===== src/rtl/wdog_core_ctl.sv =====
module wdog_core_ctl #(
  parameter int NUM_CORES = 4,
  parameter int ADDR_W    = 8
) (
  input  logic                 clk,
  input  logic                 rst,
  input  logic                 wr_en,
  input  logic [ADDR_W-1:0]    addr,
  input  logic [31:0]          wdata,
  output logic [31:0]          rdata,
  input  logic [NUM_CORES-1:0] core_active,
  output logic [NUM_CORES-1:0] pause_o,
  output logic [NUM_CORES-1:0] arm_o
);

  localparam int          GRP_SH    = 5;
  localparam int          GRP_W     = ADDR_W - GRP_SH;
  localparam logic [4:0]  OFF_CTRL  = 5'h04;
  localparam logic [4:0]  OFF_PTR   = 5'h08;
  localparam logic [7:0]  PAUSE_KEY = 8'h76;
  localparam int          PTR_BASE  = 32'h78300;
  localparam int          PTR_STEP  = 32'h100;
  localparam logic [2:0]  VERSION   = 3'b000;

  logic [GRP_W-1:0]     grp;
  logic [4:0]           offs;
  logic [NUM_CORES-1:0] paused_q;
  logic [NUM_CORES-1:0] arm_q;
  logic                 unused_wdata;

  assign grp          = addr[ADDR_W-1:GRP_SH];
  assign offs         = addr[GRP_SH-1:0];
  assign unused_wdata = ^wdata[31:10];
  assign pause_o      = paused_q;
  assign arm_o        = arm_q;

  for (genvar c = 0; c < NUM_CORES; c++) begin : g_core
    logic wr_ctrl;
    assign wr_ctrl = wr_en && (grp == GRP_W'(c)) && (offs == OFF_CTRL);

    always_ff @(posedge clk) begin
      if (rst)
        paused_q[c] <= 1'b0;
      else if (wr_ctrl && wdata[8])
        paused_q[c] <= 1'b0;
      else if (wr_ctrl && wdata[7:0] == PAUSE_KEY)
        paused_q[c] <= 1'b1;
    end

    always_ff @(posedge clk) begin
      if (rst)
        arm_q[c] <= 1'b0;
      else if (!core_active[c])
        arm_q[c] <= 1'b0;
      else if (wr_ctrl && wdata[9])
        arm_q[c] <= 1'b1;
    end


    a_r3_key_sets_pause: assert property (@(posedge clk) disable iff (rst)
      (wr_en && addr == ADDR_W'(c*32 + 4) && wdata[7:0] == 8'h76 && !wdata[8])
      |=> pause_o[c]);

    a_r5_clear_wins: assert property (@(posedge clk) disable iff (rst)
      (wr_en && addr == ADDR_W'(c*32 + 4) && wdata[8]) |=> !pause_o[c]);

    a_r6_arm_set: assert property (@(posedge clk) disable iff (rst)
      (wr_en && addr == ADDR_W'(c*32 + 4) && wdata[9] && core_active[c]) |=> arm_o[c]);

    a_r7_inactive_clears: assert property (@(posedge clk) disable iff (rst)
      !core_active[c] |=> !arm_o[c]);

    a_r9_pause_isolated: assert property (@(posedge clk) disable iff (rst)
      !(wr_en && addr == ADDR_W'(c*32 + 4)) |=> $stable(pause_o[c]));
    a_r9_arm_isolated: assert property (@(posedge clk) disable iff (rst)
      (!(wr_en && addr == ADDR_W'(c*32 + 4)) && core_active[c]) |=> $stable(arm_o[c]));
  end

  always_comb begin
    rdata = '0;
    for (int c = 0; c < NUM_CORES; c++) begin
      if (grp == GRP_W'(c)) begin
        if (offs == OFF_CTRL)
          rdata = {22'd0, arm_q[c], paused_q[c], 8'd0};
        else if (offs == OFF_PTR)
          rdata = {8'd0, VERSION, 21'(PTR_BASE + PTR_STEP * c)};
      end
    end
  end

  // read path: the code field never reads back
  always_comb begin
    if (!rst) a_r3_code_reads_zero: assert (rdata[7:0] == 8'd0);
  end

endmodule


===== config.mk =====
export PLATFORM = sky130hd
export DESIGN_NAME = wdog_core_ctl
export DESIGN_NICKNAME = d
export VERILOG_FILES = /design/src/rtl/wdog_core_ctl.sv
export SDC_FILE = /design/constraint.sdc
export NUM_CORES = 1
export LEC_CHECK = 0
export ABC_AREA = 0
export CAP_MARGIN = 20
export CORE_MARGIN = 2
export CORE_UTILIZATION = 42
export CTS_CLUSTER_SIZE = 14
export DETAILED_ROUTE_END_ITERATION = 12
export DONT_BUFFER_PORTS = 1
export GPL_ROUTABILITY_DRIVEN = 0
export PLACE_DENSITY = 0.56
export SLEW_MARGIN = 0
export SYNTH_ARGS = -nofsm -noshare
export SYNTH_HDL_FRONTEND = slang
export SYNTH_SLANG_ARGS = --single-unit

===== constraint.sdc =====
create_clock -name clk -period 1.45 [get_ports clk]
set_clock_uncertainty 0.1 [all_clocks]
set_input_delay 0.29 -clock clk [delete_from_list [all_inputs] [get_ports clk]]
set_output_delay 0.29 -clock clk [all_outputs]
set_load 0.1 [all_outputs]

* Yosys cells after proc, flatten, opt, wreduce, memory -nomap -nowiden
Cells that the tools add are included.
Word-level totals: output and inout port bits 40, bits in registers 8, input bits 47
Cells by class: bitwise logic cells 4, muxes and demuxes 12, equal/unequal tests 6, reduce and logical (&&, ||, !) cells 29
Operators with widths (number):
- 32-bit two-way mux | 9
- 19-bit two-way mux | 3
- 1-bit logical AND | 20
- 2-bit OR reduction | 8
- 8-bit by 7-bit equality test with 1-bit output (second input constant) | 1
- 3-bit by 2-bit equality test with 1-bit output (second input constant) | 2
- 5-bit by 3-bit equality test with 1-bit output (second input constant) | 1
- 5-bit by 4-bit equality test with 1-bit output (second input constant) | 1
- 1-bit inverter | 4
- 3-bit by 1-bit equality test with 1-bit output (second input constant) | 1
- 3-bit zero test | 1

* Depth between registers and ports, before layout
depth in word-level cells 13, gate-level depth with buffers 5, gate-level depth less buffers 5

* Worst setup path before layout
Ideal clock, no wire load.
kind register -> output, start register arm_q[1] (netlist: arm_o[1]), end output port rdata[9], stages on the path, launching flop included 5, data required time 1.060 ns, path slack -1.777 ns, arrival time 2.837 ns, cell sequence dfxtp_1 a22o_1 a32o_1 nand2_1 o22ai_1
Between the ends: longest elaborated chain between the ends 8
RTL lines:
- from (decl) | line 28 | logic [NUM_CORES-1:0] arm_q;
- from (signal, indexed assignment) | line 52 | arm_q[c] <= 1'b0;
- from (signal, indexed assignment) | line 54 | arm_q[c] <= 1'b0;
- from (signal, indexed assignment) | line 56 | arm_q[c] <= 1'b1;
- 32-bit two-way mux (*) | line 83 | if (offs == OFF_CTRL)
- 32-bit two-way mux (*) | line 82 | if (grp == GRP_W'(c)) begin
- 32-bit two-way mux | line 85 | else if (offs == OFF_PTR)
- 32-bit two-way mux | line 83
- 32-bit two-way mux (*) | line 82
- 32-bit two-way mux | line 85
- 32-bit two-way mux | line 83
- 32-bit two-way mux (*) | line 82
- to (decl) | line 10 | output logic [31:0] rdata,
Mark *: on every way between the ends. The rest lies on a longest branch, timed or not.

* Final worst setup path
start input port addr[3], end output port rdata[9]
Between the ends: longest elaborated chain between the ends 13, elaborated cells between the ends (all ways) 14, classes of those cells eq/ne: 2; mux: 12
RTL lines:
- from (decl) | line 8 | input logic [ADDR_W-1:0] addr,
- 5-bit by 4-bit equality test with 1-bit output | line 85
- 19-bit two-way mux | line 85
- 19-bit two-way mux | line 83
- 19-bit two-way mux | line 82
- 32-bit two-way mux | line 85
- 32-bit two-way mux | line 83
- 32-bit two-way mux | line 82
- 32-bit two-way mux | line 85
- 32-bit two-way mux | line 83
- 32-bit two-way mux | line 82
- 32-bit two-way mux | line 85
- 32-bit two-way mux | line 83
- 32-bit two-way mux (*) | line 82
Marked as above.

==> run summary <==
Register area - 173 sq um
Lkg Pwr - 0.413 nW
Synth cell count leaders - buf_4, dfxtp_1, a21oi_1, nand2_1
TritonCTS Sinks - 8
Net count, final - 158
Top cell type's share of synthesized area - 27.4%
Final Core Density - 59.5%
Total CTS buffers - 3
Final WL - 1790 microns
CTS H-tree depth - 1
Critical path arrival - 1.38 ns
Max_cap viols - 0
Cells after DPL - 127
Layout fillers - 160
Failing checks - setup timing
ANT nets after route - 0
Critical path fanouts, max - 4
Synthesized instance count - 88
Die H - 46.8 microns
Via count - 635
Initial antenna violation count - 0
Global route total overflow - 0
Later-pin clock latency in the skew report - 0.25 ns
Quantity of I/O buffers inserted on ports - 0
Total power - 0.778 mW
Largest stage delay, worst path - 0.23 ns
Core region area - 0.00173 sq mm
PwrDens - 757 mW/mm^2
Cells along the critical path - and2b_2, buf_6, a22o_1, a32o_2, nand2_2, o22ai_4, buf_12
Number of global-route vias before repair - 558
Share of layout cells above drive strength 1 - 52.7%
Tmin final - 1.77 ns
Drt first-iter violations - 9
Clk buf depth - 2
Ys Warns - 0
Area of the multi-input gates - 538 sq um
CTS tree - done
First-pass GRT wire length - 2440 microns
Site Rows - 15
# DRC - 0
HPWL after DPL - 1440 microns
Largest net degree at the start of global routing - 12
1st-pass router iterations - 4
Clk root buf - clkbuf_4
Final Non-Filler Cells - 135
Gr usage total - 15.9%
IO Pins - 87
Final setup violation count - 7
Fin. max-slew vios - 0
Final Cycle Share - 122%
CP Data Required Time - 1.06 ns
Post-Syn Area - 768 sq um
Status - finished with violations
Via density per instance - 4.70
Diode count - 0
RSZ-0062 raised after global routing - yes
Hold Path Class - in2reg
Synth cell types - 32
Main synth FF type - dfxtp_1
Area Overhead vs Synth - 33.7%
Die area - 0.00219 sq mm
Maximum clock frequency - 0.565 GHz
Crit start category - input port
Crit. End Element - primary output
CP max-delay cell - and2b_2
Final hold vios - 0
Starting Density - 44.5%
WL/cell - 13.2 microns
Seq/Total Area, Yosys - 20.8%
Synth area leaders - buf_4, dfxtp_1, a211oi_2
Count leader, synth - buf_4
Die width - 46.8 microns
Yosys top cell by area - buf_4
Worst Slack Setup Final - -0.319 ns
Crit Path Class - in2out
Async set or reset register ratio after synthesis - 0%
Clock transition at path regs - 0.06 ns
Syn Area/Cell - 8.73 sq um
Worst VDD drop - 0.471 mV
EDFF count, synth - 0
#FFs+latches synth - 8
==> logic make-up after synthesis <==
family	share of synthesized area, %
buf+inv	29.0
simple gates	28.2
compound gates	20.4
flops	20.8
xor+xnor	1.14
other cells	0.488
==> per-layer routing <==
layer / track usage, % / vias to the layer above / part of all wire [%] / wire (microns)
met1: 19.9 / 287 / 38 / 683
li1: - / 311 / - / -
met2: 24.9 / 35 / 51 / 911
met4: 8.33 / 0 / 0.78 / 14
met5: 0 / - / 0 / 0
met3: 4.23 / 2 / 9.7 / 174
==> layout make-up <==
cell class                 instances  share of cell area (%)
clock buffer                       4                    2.56
inverter                           1                   0.365
multi-input combinational         73                    52.4
sequential                         8                    16.8
tap                               25                    3.05
timing repair buffer              24                    24.8
==> repair_timing <==
| item | CTS | global route |
|---|---|---|
| setup endpoints to repair | 7 | 11 |
| endpoints found under the hold margin | 8 | 0 |
| hold buffers | 2 | 0 |
| pin swaps | 9 | 15 |
| gates resized for setup | 7 | 8 |
| buffers inserted | 0 | 2 |
==> critical path: cells and delay by family <==
family	cells	cell delay (ns)
AO/OA/AOI/OAI	3	0.48
buffers and inverters	2	0.29
AND/OR/NAND/NOR	2	0.31
==> placed cells by master (no fill, tap or decap), drive strengths merged <==
cell         netlist  final
a211oi             3      3
a21boi             1      1
a21oi              6      6
a22o               1      1
a311oi             1      1
a31oi              2      2
a32o               2      2
and2b              1      1
and3               3      3
and3b              3      3
buf               30     22
clkbuf             0      4
conb               1     25
dfxtp              8      8
dlygate4sd3        0      2
inv                1      1
nand2              5      5
nand3b             1      1
nand4b             2      2
nand4bb            1      1
nor2               2      2
nor2b              2      2
nor3               1      1
nor3b              4      4
nor4               1      1
o211ai             2      2
o21ai              2      2
o22ai              1      1
xor2               1      1
==> worst paths after layout <==
kind / from / endpoint / slack, ns / depth (start not counted)
hold reg to reg: pause_o[1]$_SDFFE_PP0P_ / pause_o[1]$_SDFFE_PP0P_ / 0.68 / 3
setup / recovery: addr[3] / rdata[9] / -0.32 / 7
hold / removal: wdata[8] / pause_o[0]$_SDFFE_PP0P_ / 0.03 / 1
setup reg to reg: pause_o[0]$_SDFFE_PP0P_ / pause_o[0]$_SDFFE_PP0P_ / 0.33 / 3
==> registers in the layout, indices dropped and copies added (netlist names) <==
| name | count |
|---|---|
| arm_o | 4 |
| pause_o | 4 |
==> per-stage QoR <==
stage                     hold WS, ns  TNS, ns  setup slack, ns  instance area (sq um)
final                          0.0277    -1.64           -0.319                   1030
after detailed placement        0.250    -3.12           -0.343                    931
after floorplan                 0.273    -2.84           -0.633                    906
after CTS                      0.0171    -1.71           -0.309                    988
after global placement          0.248    -2.54           -0.287                    931
after global routing           0.0151    -2.01           -0.358                   1030
==> where the power goes <==
part | leakage (nW) | switching, mW | internal [mW] | total (mW)
registers | 0.0688 | 0.0000330 | 0.218 | 0.218
logic | 0.329 | 0.326 | 0.0451 | 0.371
clock network | 0.0150 | 0.0833 | 0.106 | 0.189
No activity file was read; power rests on OpenSTA's default activity.
